$ cat src/rtl/gpio_irq_pkg.sv
// Shared definitions for the bank pin interrupt detector: register
// addresses and the slot numbering of the set/clear configuration words.
package gpio_irq_pkg;

    localparam int ADDR_W = 4;
    localparam int NCFG   = 4;

    // slot numbers of the configuration words
    localparam int CFG_MASK  = 0;
    localparam int CFG_XMODE = 1;
    localparam int CFG_KIND  = 2;
    localparam int CFG_POL   = 3;

    typedef enum logic [ADDR_W-1:0] {
        A_MASK_ON   = 4'd0,
        A_MASK_OFF  = 4'd1,
        A_MASK      = 4'd2,
        A_STATUS    = 4'd3,
        A_XM_ON     = 4'd4,
        A_XM_OFF    = 4'd5,
        A_XM        = 4'd6,
        A_SEL_EDGE  = 4'd7,
        A_SEL_LEVEL = 4'd8,
        A_KIND      = 4'd9,
        A_SEL_HI    = 4'd10,
        A_SEL_LO    = 4'd11,
        A_POL       = 4'd12
    } reg_addr_e;

    // address whose write-one bits set the given configuration word
    function automatic logic [ADDR_W-1:0] cfg_set_addr(input int idx);
        case (idx)
            CFG_MASK:  return A_MASK_ON;
            CFG_XMODE: return A_XM_ON;
            CFG_KIND:  return A_SEL_LEVEL;
            default:   return A_SEL_HI;
        endcase
    endfunction

    // address whose write-one bits clear the given configuration word
    function automatic logic [ADDR_W-1:0] cfg_clr_addr(input int idx);
        case (idx)
            CFG_MASK:  return A_MASK_OFF;
            CFG_XMODE: return A_XM_OFF;
            CFG_KIND:  return A_SEL_EDGE;
            default:   return A_SEL_LO;
        endcase
    endfunction

endpackage

$ cat src/rtl/gpio_irq_setclr.sv
// One configuration word written through a set/clear pair.
// Assumes at most one of set_i / clr_i is high per cycle (one address).
module gpio_irq_setclr #(
    parameter int W = 32
) (
    input  logic         clk,
    input  logic         rst_n,
    input  logic         set_i,
    input  logic         clr_i,
    input  logic [W-1:0] wdata_i,
    output logic [W-1:0] q_o
);

    // apply write-one-to-set or write-one-to-clear, reset to all zero
    always_ff @(posedge clk) begin
        if (!rst_n)
            q_o <= '0;
        else if (set_i)
            q_o <= q_o | wdata_i;
        else if (clr_i)
            q_o <= q_o & ~wdata_i;
    end

endmodule

$ cat src/rtl/gpio_irq_detect.sv
// Per-pin event detection. Compares each pin with its value one clock
// earlier (edge) or with its active level (level), per the mode words.
// Assumes pin_i is already synchronous to clk. The history register
// follows the pins during reset too, so releasing reset makes no edge.
module gpio_irq_detect #(
    parameter int NPINS = 32
) (
    input  logic             clk,
    input  logic [NPINS-1:0] pin_i,
    input  logic [NPINS-1:0] xmode_i,
    input  logic [NPINS-1:0] kind_i,
    input  logic [NPINS-1:0] pol_i,
    output logic [NPINS-1:0] evt_o
);

    logic [NPINS-1:0] prev_q;

    // keep the pin values of the previous clock, in and out of reset
    always_ff @(posedge clk) begin
        prev_q <= pin_i;
    end

    for (genvar g = 0; g < NPINS; g++) begin : g_pin
        logic rise, fall;
        assign rise = pin_i[g] & ~prev_q[g];
        assign fall = ~pin_i[g] & prev_q[g];

        // choose the event kind for this pin
        always_comb begin
            if (!xmode_i[g])
                evt_o[g] = rise | fall;
            else if (!kind_i[g])
                evt_o[g] = pol_i[g] ? rise : fall;
            else
                evt_o[g] = pol_i[g] ? pin_i[g] : ~pin_i[g];
        end
    end

endmodule

$ cat src/rtl/gpio_irq_status.sv
// Event status collector: sticky bits, cleared as a whole by a status
// read, with events of the read cycle merged in after the clear.
module gpio_irq_status #(
    parameter int NPINS = 32
) (
    input  logic             clk,
    input  logic             rst_n,
    input  logic [NPINS-1:0] evt_i,
    input  logic             clr_i,
    output logic [NPINS-1:0] status_o
);

    // accumulate events; a read drops old bits but keeps new ones
    always_ff @(posedge clk) begin
        if (!rst_n)
            status_o <= '0;
        else
            status_o <= (clr_i ? '0 : status_o) | evt_i;
    end

endmodule

$ cat src/rtl/gpio_irq_bank.sv
// Bank pin interrupt detector top. Register port with combinational read
// data, four set/clear configuration words, per-pin detection, a
// clear-on-read status and one request line. Assumes filtered pins.
module gpio_irq_bank
    import gpio_irq_pkg::*;
#(
    parameter int NPINS = 32
) (
    input  logic              clk,
    input  logic              rst_n,
    input  logic [NPINS-1:0]  pin_i,
    input  logic              reg_wr,
    input  logic              reg_rd,
    input  logic [ADDR_W-1:0] reg_addr,
    input  logic [NPINS-1:0]  reg_wdata,
    output logic [NPINS-1:0]  reg_rdata,
    output logic              irq_o
);

    logic [NCFG-1:0][NPINS-1:0] cfg_q;
    logic [NPINS-1:0] mask_w, xmode_w, kind_w, pol_w;
    logic [NPINS-1:0] evt_w, status_w;
    logic             stat_rd;
    reg_addr_e        addr_e;

    assign addr_e  = reg_addr_e'(reg_addr);
    assign stat_rd = reg_rd && (addr_e == A_STATUS);

    for (genvar c = 0; c < NCFG; c++) begin : g_cfg
        logic set_hit, clr_hit;
        assign set_hit = reg_wr && (reg_addr == cfg_set_addr(c));
        assign clr_hit = reg_wr && (reg_addr == cfg_clr_addr(c));
        gpio_irq_setclr #(.W(NPINS)) u_word (
            .clk     (clk),
            .rst_n   (rst_n),
            .set_i   (set_hit),
            .clr_i   (clr_hit),
            .wdata_i (reg_wdata),
            .q_o     (cfg_q[c])
        );
    end

    assign mask_w  = cfg_q[CFG_MASK];
    assign xmode_w = cfg_q[CFG_XMODE];
    assign kind_w  = cfg_q[CFG_KIND];
    assign pol_w   = cfg_q[CFG_POL];

    gpio_irq_detect #(.NPINS(NPINS)) u_det (
        .clk     (clk),
        .pin_i   (pin_i),
        .xmode_i (xmode_w),
        .kind_i  (kind_w),
        .pol_i   (pol_w),
        .evt_o   (evt_w)
    );

    gpio_irq_status #(.NPINS(NPINS)) u_stat (
        .clk      (clk),
        .rst_n    (rst_n),
        .evt_i    (evt_w),
        .clr_i    (stat_rd),
        .status_o (status_w)
    );

    // request when any unmasked pin holds an event
    assign irq_o = |(status_w & mask_w);

    // read multiplexer, zero when idle or unmapped
    always_comb begin
        reg_rdata = '0;
        if (reg_rd) begin
            case (addr_e)
                A_MASK:   reg_rdata = mask_w;
                A_STATUS: reg_rdata = status_w;
                A_XM:     reg_rdata = xmode_w;
                A_KIND:   reg_rdata = kind_w;
                A_POL:    reg_rdata = pol_w;
                default:  reg_rdata = '0;
            endcase
        end
    end

endmodule

$ cat config.mk
export PLATFORM = sky130hd
export DESIGN_NAME = gpio_irq_bank
export DESIGN_NICKNAME = d
export VERILOG_FILES = /design/src/rtl/gpio_irq_pkg.sv /design/src/rtl/gpio_irq_setclr.sv /design/src/rtl/gpio_irq_detect.sv /design/src/rtl/gpio_irq_status.sv /design/src/rtl/gpio_irq_bank.sv
export SDC_FILE = /design/constraint.sdc
export NUM_CORES = 1
export LEC_CHECK = 0
export BUFFER_PORTS_ARGS = -buffer_cell sky130_fd_sc_hd__buf_4
export CORE_MARGIN = 8
export CORE_UTILIZATION = 59
export CTS_CLUSTER_DIAMETER = 80
export CTS_CLUSTER_SIZE = 10
export DETAILED_ROUTE_END_ITERATION = 12
export GPL_ROUTABILITY_DRIVEN = 0
export HOLD_SLACK_MARGIN = 0.12
export PLACE_DENSITY = 0.8
export SLEW_MARGIN = 40
export SYNTH_ARGS = -nofsm -noshare
export SYNTH_HDL_FRONTEND = slang
export SYNTH_SLANG_ARGS = --single-unit
$ cat constraint.sdc
create_clock -name clk -period 1.6 [get_ports clk]
set_input_delay 0.08 -clock clk [delete_from_list [all_inputs] [get_ports clk]]
set_output_delay 0.08 -clock clk [all_outputs]
set_load 0.01 [all_outputs]
==> flow_summary.yaml <==
outcome:
  status: "complete, but fails checks"
  violations: "setup timing"
setup_path:
  crit_required_ns: 1.52
  worst-setup-path-type: "reg -> out"
  crit_arrival_ns: 1.87
  start_kind: "register"
  cp-end-kind: "primary output"
  cp_max_fo: 3
  r2r_cells: 4
timing:
  setup_viol: 5
  slew_headroom: 0.639
  period_needed_ns: 1.95
  post-route-period-util: 1.22
  finalWorstSetupSlack_ns: -0.346
  holdWs_ns: 0.200
  max_freq_ghz: 0.514
  rsz0062_at_grt: "true"
  hold_viol: 0
  fin_skew_ns: 0.00370
  maxSlewViolCount: 0
  worst_slew_pin_slew_ns: 0.535
global_routing:
  grt_pass1_vias: 9126
  antenna_found_initial: 0
  grt_max_degree: 45
  grt_pass1_wl_um: 47300
  grt_overflow: 0
  grtUsageTotal: 0.270
die:
  start_util: 0.600
  dieArea_um2: 21200
  core_area_um2: 16500
  die_w_um: 146
  rows: 47
  io_pins: 105
  dieHeight_um: 146
clock_network:
  numClockSinks: 192
  cts_tree: "yes"
  clock_path_buffers: 2
  clk_pin_slew_worst_paths_ns: 0.07
  numCtsBuffers: 17
  clockRootBuffer: "clkbuf_16"
  htree_levels: 4
  clk_latency_ns: 0.44
route:
  post_drt_via_cell_ratio: 6.51
  vias: 9547
  routed.top_layer: "met4"
  wl_met2_um: 14400
  dr_wl_met3_um: 2770
  wl_per_cell_um: 20.8
  wl_um: 30500
  drt_iter0_drc: 1081
  met1_length_um: 12200
  drt_pre_antenna_iters: 10
  route.antenna.remaining_nets: 0
  drc: 0
logic_synthesis:
  ys_warn_count: 0
  synth-seq-area-share: 0.388
  synthCells: 1084
  syn_area_um2: 9910
  synth_ff_type: "dfxtp_1"
  synth_cell_types: 34
  synth_edf_count: 0
  ys_ff_latch: 192
  async_flop_share: 0
  avgSynthCellArea_um2: 9.14
  syn-num-nets: 1220
finish:
  syn2layout_area_growth_pct: 28.7
  design_area_um2: 12800
  nets: 1369
  drive_gt1_frac: 0.262
  diodes: 0
pwr:
  power_density_nw_per_um2: 898
  p_leak_uw: 0.00490
  peakVddDrop_mv: 0.848
  finalPower_uw: 11400
flow_run:
  maxCapViolCount: 0
placement:
  place_ws_ns: 0.00950
  placed_area_um2: 11100
  dp_hpwl_um: 19100
  portBuffers: 104
min_path:
  hold_depth: 5
  hold_path_class: "in -> reg"
## logic make-up (layout without fill, tap and decap cells)
family                     Yosys count  in the layout  share of synthesized area
muxes                               47             47                     0.0513
and+or+nand+nor                    122            122                     0.0563
xor gates and xnor gates            13             13                     0.0115
buffers and inverters              178            340                     0.0783
DFF                                192            192                      0.388
adders and majority gates           64             64                     0.0808
AOI/OAI and AO/OA                  468            468                      0.334
## critical path: stages (launching register included)
cell	delay, ns
dfxtp_1	0.37
a22oi_2	0.22
nand4_1	0.12
or4_4	0.57
buf_6	0.14
## through the flow
stage	std cells	setup TNS, ns	utilization
after detailed placement	1353	0	0.673
after global placement	1353	0	0.673
after global routing	1466	-0.814	0.772
after CTS	1454	-0.443	0.760
after floorplan	1084	0	-
final	1466	-0.570	0.772
## cells in the final DEF, fill, tap and decap left out, types with 4 or more instances in the layout
cell type and n:
o211ai_1 30, bufinv_16 6, xor2_1 13, buf_12 19, mux2_2 30, clkbuf_16 18
buf_4 148, dfxtp_4 6, ha_1 64, a311oi_1 86, a21bo_2 32, inv_1 68
nand2_1 72, a222oi_1 32, a311oi_2 10, nand4_1 4, a21oi_1 218, mux2i_1 17
dfxtp_2 14, dfxtp_1 172, nor3_4 4, dlygate4sd3_1 66, a22oi_2 10, a22oi_1 38
nor2_1 30, buf_6 5
## cells in the mapped netlist (2+ instances only)
| cell type | n | area share |
|---|---|---|
| a22oi_1 | 48 | 0.036 |
| o2111ai_1 | 3 | 0.0027 |
| clkbuf_1 | 42 | 0.016 |
| buf_1 | 3 | 0.0011 |
| a222oi_1 | 32 | 0.032 |
| inv_1 | 68 | 0.026 |
| xor2_1 | 13 | 0.011 |
| nand2b_1 | 2 | 0.0013 |
| nor2_1 | 33 | 0.013 |
| o311ai_0 | 2 | 0.0018 |
| buf_2 | 59 | 0.030 |
| a21bo_2 | 32 | 0.032 |
| mux2_2 | 30 | 0.034 |
| nand2_1 | 72 | 0.027 |
| nand4_1 | 4 | 0.0025 |
| a311oi_2 | 10 | 0.015 |
| nor3_2 | 2 | 0.0020 |
| mux2i_1 | 17 | 0.017 |
| nor3_4 | 2 | 0.0033 |
| ha_1 | 64 | 0.081 |
| a21oi_1 | 222 | 0.11 |
| a311oi_1 | 86 | 0.076 |
| o211ai_1 | 30 | 0.023 |
| o21a_1 | 3 | 0.0023 |
| buf_6 | 4 | 0.0045 |
| dfxtp_1 | 192 | 0.39 |
| nand2b_4 | 2 | 0.0028 |
## layer usage
| layer | global-route usage | vias up |
|---|---|---|
| met1 | 0.339 | 4518 |
| met2 | 0.437 | 564 |
| met3 | 0.0510 | 97 |
| met4 | 0.138 | 0 |
| met5 | 0 | - |
| li1 | - | 4368 |
## cell type report
cell class                 count  area (um2)
fill                        1037        3770
clock inverter                13         234
inverter                      69         262
timing repair buffer         239        2230
sequential                   192        3880
clock buffer                  19         443
tap                          220         275
multi-input combinational    714        5420
## power breakdown
group	leakage [uW]	internal [uW]	switching (uW)	total [uW]
clock	0.000325	2980	1910	4890
sequential	0.00159	4960	180	5140
combinational	0.00299	657	765	1420
## path summary, 6_finish.rpt
kind	startpoint	to	slack [ns]
worst min register to register	u_stat.status_o[15]	u_stat.status_o[15]	0.50
worst max-delay path	u_stat.status_o[19]	irq_o	-0.35
worst min-delay path	reg_addr[0]	register	0.20
worst max register to register	register	u_stat.status_o[15]	0.22
## what timing repair did
item / in CTS / in global routing
hold endpoints to repair: 178 / 0
setup buffers: 3 / 11
setup endpoints to repair: 7 / 18
pin swaps: 17 / 26
gates resized for setup: 22 / 28
hold buffers: 66 / 0
cloned: 0 / 1
(Power assumes the default switching activity.)
